`src/rtl/bark_bite_wdt.sv`:
```
module bark_bite_wdt #(
  parameter int TICK_DIV = 32768,
  parameter int TW       = 7,
  parameter int DEF_S1   = 32
) (
  input  logic       clk,
  input  logic       rst_n,
  input  logic       reg_wr,
  input  logic [7:0] reg_addr,
  input  logic [7:0] reg_wdata,
  output logic [7:0] reg_rdata,
  output logic       bark_irq,
  output logic       rst_req,
  output logic [2:0] rst_type
);
  localparam int PW = (TICK_DIV > 1) ? $clog2(TICK_DIV) : 1;
  localparam logic [PW-1:0] PRE_LAST = PW'(TICK_DIV - 1);
  localparam logic [7:0] A_STAT = 8'h10;
  localparam logic [7:0] A_S1   = 8'h54;
  localparam logic [7:0] A_S2   = 8'h55;
  localparam logic [7:0] A_TYP  = 8'h56;
  localparam logic [7:0] A_EN   = 8'h57;
  localparam logic [7:0] A_PET  = 8'h58;

  typedef enum logic [1:0] {ST_WARN, ST_GRACE, ST_DONE} stage_e;

  logic [TW-1:0] s1_dur, s2_dur, cnt;
  logic [2:0]    typ;
  logic          en, bark;
  logic [PW-1:0] pre;
  stage_e        st;

  wire wr_en   = reg_wr && reg_addr == A_EN;
  wire pet     = reg_wr && reg_addr == A_PET && reg_wdata[0];
  wire typ_ok  = reg_wdata == 8'h01 || reg_wdata == 8'h04 || reg_wdata == 8'h07;
  wire restart = pet || wr_en || !en;
  wire tick    = en && pre == PRE_LAST;

  wire [TW:0] cnt_inc = {1'b0, cnt} + 1'b1;
  wire [TW:0] limit   = (st == ST_WARN) ? {1'b0, s1_dur} : {1'b0, s2_dur};
  wire        expire  = cnt_inc >= limit;

  always_ff @(posedge clk) begin
    if (!rst_n) begin
      s1_dur  <= TW'(DEF_S1);
      s2_dur  <= '0;
      typ     <= 3'h7;
      en      <= 1'b0;
      pre     <= '0;
      cnt     <= '0;
      st      <= ST_WARN;
      bark    <= 1'b0;
      rst_req <= 1'b0;
    end else begin
      rst_req <= 1'b0;
      if (reg_wr && reg_addr == A_S1) s1_dur <= reg_wdata[TW-1:0];
      if (reg_wr && reg_addr == A_S2) s2_dur <= reg_wdata[TW-1:0];
      if (reg_wr && reg_addr == A_TYP && typ_ok) typ <= reg_wdata[2:0];
      if (wr_en) en <= reg_wdata[7];
      if (restart) begin
        pre  <= '0;
        cnt  <= '0;
        st   <= ST_WARN;
        bark <= 1'b0;
      end else begin
        pre <= tick ? '0 : pre + 1'b1;
        if (tick && st != ST_DONE) begin
          if (expire) begin
            cnt <= '0;
            if (st == ST_WARN) begin
              bark <= 1'b1;
              st   <= ST_GRACE;
            end else begin
              rst_req <= 1'b1;
              st      <= ST_DONE;
            end
          end else begin
            cnt <= cnt_inc[TW-1:0];
          end
        end
      end
    end
  end

  always_comb begin
    case (reg_addr)
      A_STAT:  reg_rdata = {1'b0, bark, 6'b0};
      A_S1:    reg_rdata = 8'(s1_dur);
      A_S2:    reg_rdata = 8'(s2_dur);
      A_TYP:   reg_rdata = {5'b0, typ};
      A_EN:    reg_rdata = {en, 7'b0};
      default: reg_rdata = 8'h00;
    endcase
  end

  assign bark_irq = bark;
  assign rst_type = typ;

  a_r5_single_pulse: assert property (@(posedge clk) disable iff (!rst_n)
    rst_req |=> !rst_req);
  a_r3_legal_type: assert property (@(posedge clk) disable iff (!rst_n)
    rst_req |-> (rst_type == 3'h1 || rst_type == 3'h4 || rst_type == 3'h7));
  a_r8_bite_needs_enable: assert property (@(posedge clk) disable iff (!rst_n)
    rst_req |-> $past(en));
  a_r8_no_bark_disabled: assert property (@(posedge clk) disable iff (!rst_n)
    !en |-> !bark_irq);
  a_r4_bark_on_tick: assert property (@(posedge clk) disable iff (!rst_n)
    $rose(bark_irq) |-> $past(tick));
  a_r7_bark_clears_on_restart: assert property (@(posedge clk) disable iff (!rst_n)
    $fell(bark_irq) |-> $past(restart));
endmodule

```
`config.mk`:
```
export PLATFORM = sky130hd
export DESIGN_NAME = bark_bite_wdt
export DESIGN_NICKNAME = d
export VERILOG_FILES = /design/src/rtl/bark_bite_wdt.sv
export SDC_FILE = /design/constraint.sdc
export NUM_CORES = 1
export LEC_CHECK = 0
export ABC_AREA = 1
export BUFFER_PORTS_ARGS = -buffer_cell sky130_fd_sc_hd__buf_2
export CORE_ASPECT_RATIO = 1.25
export CORE_UTILIZATION = 55
export CTS_BUF_LIST = sky130_fd_sc_hd__clkbuf_4
export DETAILED_ROUTE_END_ITERATION = 8
export GPL_ROUTABILITY_DRIVEN = 1
export PLACE_DENSITY_LB_ADDON = 0.25
export SYNTH_ARGS = -nofsm -noshare
export SYNTH_HDL_FRONTEND = slang
export SYNTH_SLANG_ARGS = --single-unit
```
`constraint.sdc`:
```
create_clock -name clk -period 2.9 [get_ports clk]
set_clock_uncertainty 0.2 [all_clocks]
set_input_delay 0.58 -clock clk [delete_from_list [all_inputs] [get_ports clk]]
set_output_delay 0.58 -clock clk [all_outputs]
set_load 0.05 [all_outputs]
```
# After elaboration in Yosys (flattened, before gate mapping)
# Index checks and enable logic that the tools add are counted.
# word_totals
inputBits	19
ff_bits	44
word_cells	51
output_inout_bits	13
# op_classes
n_mux	5
n_addsub	2
n_reduce_logical	20
n_bitwise	3
n_eq_ne	11
n_lt_le_gt_ge	1
# ops
cell	n
$eq A8 B7 Y1 const B	5
$pmux W8 S5	1
$eq A8 B3 Y1 const B	2
$add A15 B1 Y15 const B	1
$eq A15 B15 Y1 const B	1
$mux W7	2
$logic_and A1 B1 Y1	9
$add A7 B1 Y8 const B	1
$eq A8 B1 Y1 const B	1
$eq A8 B5 Y1 const B	1
$ge A8 B7 Y1	1
$logic_or A1 B1 Y1	4
$reduce_or A4 Y1	1
$not A1 Y1	3
$reduce_and A3 Y1	1
$reduce_or A3 Y1	1
$logic_not A2 Y1	1
$mux W2	1
$ne A2 B2 Y1 const B	1
$reduce_and A2 Y1	1
$reduce_or A2 Y1	1
$logic_not A1 Y1	1
$mux W1	1

# Longest topological paths before layout
# depth
depth_word	6
mapped_depth	15
ltp_nobuf	15

# Worst setup path after synthesis
# OpenSTA, ideal clock, no wires.
# synth_timing
kind	input to output
startpoint	input port reg_addr[5]
endpoint	output port reg_rdata[1]
n_path_buf	0
required_time_ns	2.120
path_stages	7
setup_slack_ns	0.132
arrival_ns	1.988
path_cell_list	inv_1 -> nand3_1 -> nor2_2 -> nand2_1 -> inv_1 -> nand2_1 -> o221ai_1
# synth_via
elab_chain_len	2
elab_cells_between_ends	6
cone_classes	5 x eq/ne; 1 x mux
# synth_rtl
element	line_no	rtl
start, declared	9	input logic [7:0] reg_addr,
$eq A8 B7 Y1 or $eq A8 B5 Y1 (tied branches)	86	case (reg_addr)
$pmux W8 S5 (*)	86	
end, declared	11	output logic [7:0] reg_rdata,
# Mark *: on every way between the ends. The rest lies on a longest branch, timed or not.

# Worst setup path after layout
# layout_timing
startpoint	input port reg_addr[5]
endpoint	output port reg_rdata[3]
# Same word-level chain as after synthesis.

==> reports/results.tsv <==
stage	metric	value	unit
clocking	post_cts_resize_count	0	
sta	fin_ws	237.1	ps
setup_path	worstPathArrival	1880	ps
routing	wirelength	4.734	mm
synth	synth.top_cell.area_share	36.29	%
die	dieWidth	61.42	µm
clocking	cts_max_level	2	
clocking	cts_setup_buffers	0	
synth	synth.area.top_cells	dfxtp_1 (36%), nand2_1 (11%), nor2_1 (8.0%), inv_1 (7.7%), ha_1 (4.6%)	
place	preCtsSetupSlack	222.3	ps
setup_path	critPathMaxFanout	8	
routing	wl_per_cell	10.73	µm
die	ioPinCount	32	
setup_path	reg2reg_slack	480	ps
sta	tns	0	ps
sta	fin_hold_ws	259.8	ps
clocking	clkTransAtPathRegs	120	ps
clocking	clock_latency	360	ps
job	drv_cap	0	
routing	drtIter0Drc	90	
finish	diodes	0	
place	dpl.hpwl	3.736	mm
setup_path	path_cells	buf_2 -> inv_1 -> nand3_1 -> nor2_2 -> nand2_1 -> inv_1 -> nand2_1 -> o22ai_1 -> buf_2	
routing	drc	0	
synth	synth_cells	351	
synth	syn-cell-area	2427	µm²
setup_path	r2r_cells	13	
setup_path	endpoint_kind	output port	
synth	synth_flop_cell	dfxtp_1	
finish	layout-drive-gt1-share	16.10	%
routing	dr_wl_met3	189	µm
power_and_ir_drop	power.density	357.6	nW/µm²
sta	final.period_utilization	91.82	%
clocking	cts_tree	yes	
place	place.gp.congestion	0.8367	
die	core_area	4164	µm²
synth	ys_ff_latch	44	
synth	synth.avg_cell_area	6.915	µm²
clocking	cts_root_buf	clkbuf_4	
routing	vias	2235	
finish	nets	412	
routing	first_pass_iters	4	
sta	worstMarginPinSlew	539.2	ps
finish	area_delta_synth_final	10.62	%
setup_path	cp-endpoint	reg_rdata[3]	
synth	synth_edf_count	0	
die	start_util	58.29	%
sta	min_period	2663	ps
sta	setup_viol	0	
synth	syn-num-nets	379	
routing	highest_layer	met4	
clocking	hold_buffers	0	
global_routing	grt_pass1_vias	2028	
die	row_count	26	
power_and_ir_drop	power_leakage	1.099	nW
min_path	min_path_type	input port to register	
synth	yosys_warnings	0	
setup_path	worstPathRequired	2120	ps
place	io_buffers	31	
global_routing	grtUsageTotal	23.59	%
global_routing	grt_max_degree	17	
global_routing	grt.overflow.total	0	
setup_path	cp_num_cells	9	
synth	ys_types	31	
routing	via_per_inst	5.068	
setup_path	crit_path_start_kind	input port	
sta	drv_slew	0	
global_routing	antenna_found_initial	0	
setup_path	slowest_delay	290	ps
clocking	numCtsBuffers	5	
die	die_h	76.28	µm
setup_path	startpoint	reg_addr[5]	
power_and_ir_drop	vdd_drop_max	0.2437	mV
sta	grt_setup_unrepaired	no	
die	fp.dieArea	4685	µm²
routing	met2_length	2.306	mm
finish	multiInputGateArea	1323	µm²
setup_path	crit_family	buffers and inverters	
routing	antenna_left	0	
setup_path	crit_slowest_cell	buf_2	
synth	yosys.area.top_type	dfxtp_1	
routing	wl_met1	2.170	mm
finish	fill_cells	410	
finish	final-seq-area	880.8	µm²
setup_path	r2r-start	cnt[0]$_SDFFE_PP0P_	
setup_path	crit_buf_inv	4	
run_status	status	finished clean	
setup_path	crit_type	input port to output port	
synth	yosysSeqAreaShare	36.29	%
sta	slew_headroom	64.02	%
clocking	cts.sinks	44	
synth	async_flop_share	0	%
global_routing	grt_first_pass_wirelength	8.514	mm
sta	hold_viol_final	0	
clocking	ctsLongestPathBuffers	2	
sta	fmax	375.5	MHz
setup_path	r2r-end	st[0]$_SDFFE_PP0P_	
-- report_power, final --
part,switching [W],internal [W],total [W]
logic,0.0000249,0.0000157,0.0000406
clock network,0.000198,0.000116,0.000315
registers,0.000000184,0.000605,0.000605
total,0.000224,0.000737,0.000960
-- synthesized netlist by cell type (all sizes together), types with 4 or more instances --
cell and instances:
dfxtp 44, nand3 24, ha 9, o21ai 22, a21oi 23, nand4 5
nand2 76, xnor2 5, buf 4, inv 50, nor3 5, nor2 61
xor2 8
-- cell families after synthesis --
group	count (synthesis)	share of synthesized area (%)
AOI/OAI and AO/OA	52	11.86
xor gates and xnor gates	13	4.691
adders and majority gates	9	4.639
buffers and inverters	56	9.227
DFF	44	36.29
and+or+nand+nor	177	33.30
-- worst reg2reg max path, stage by stage (launching register included) --
cell,delay (ps)
dfxtp_1,440
ha_1,220
nand2_1,90
nor2_1,130
nand2_1,60
nand2_1,60
nand2_1,80
ha_1,310
and3_1,150
nand2_1,200
nand2_1,160
nand2_2,120
nand2_1,70
a21oi_2,100
-- routing by layer --
metal  vias to the layer above  GRT usage (%)
li1                       1189              -
met3                         6          5.093
met1                       995          29.38
met4                         0          7.778
met5                         -              0
met2                        45          39.24
-- flip-flops by register name, summed over array words and instances, names as in the netlist --
| name | cells |
|---|---|
| pre | 15 |
| cnt | 7 |
| rst_req | 1 |
| s1_dur | 7 |
| en | 1 |
| rst_type | 3 |
| st | 2 |
| s2_dur | 7 |
| bark_irq | 1 |
-- metrics by stage --
stage	power [W]	utilization, %	std cells	area (µm²)
6_report	0.0009603	64.48	441	2685
3_3_place_gp	0.0006583	63.01	433	2624
3_5_place_dp	0.0006589	63.01	433	2624
2_1_floorplan	0.0006363	-	351	2427
4_1_cts	0.0009658	64.48	441	2685
5_1_grt	0.001001	64.48	441	2685
-- final cells by class --
| cell class | instances | area share (%) |
|---|---|---|
| multi-input combinational | 251 | 49.25 |
| sequential | 44 | 32.81 |
| inverter | 50 | 6.990 |
| timing repair buffer | 32 | 6.058 |
| tap | 56 | 2.610 |
| clock buffer | 7 | 1.957 |
| clock inverter | 1 | 0.3262 |
-- how the worst min path moves through the flow --
| stage | end | depth (start not counted) | from |
|---|---|---|---|
| floorplan | pre[0]$_SDFF_PP0_ | 1 | pre[0]$_SDFF_PP0_ |
| global route | s1_dur[5]$_SDFFE_PN1P_ | 3 | reg_wdata[5] |
| CTS | s1_dur[5]$_SDFFE_PN1P_ | 3 | reg_wdata[5] |
| global placement | pre[0]$_SDFF_PP0_ | 1 | pre[0]$_SDFF_PP0_ |
| detailed placement | pre[0]$_SDFF_PP0_ | 1 | pre[0]$_SDFF_PP0_ |
| finish | s1_dur[5]$_SDFFE_PN1P_ | 3 | reg_wdata[5] |
-- cells in the final DEF, fill, tap and decap left out, types with 4 or more instances in the layout --
cell | netlist | final
xnor2_1 | 5 | 5
o21ai_0 | 22 | 22
dfxtp_1 | 44 | 44
ha_1 | 9 | 9
inv_1 | 50 | 50
clkbuf_4 | 0 | 7
nand3_1 | 20 | 20
nor2_2 | 6 | 6
nand2_1 | 73 | 73
a21oi_1 | 20 | 20
xor2_1 | 8 | 8
nor2_1 | 52 | 52
buf_2 | 2 | 31
nand4_1 | 4 | 4
nor3_1 | 5 | 5
Power figures use the tool's default switching activity.
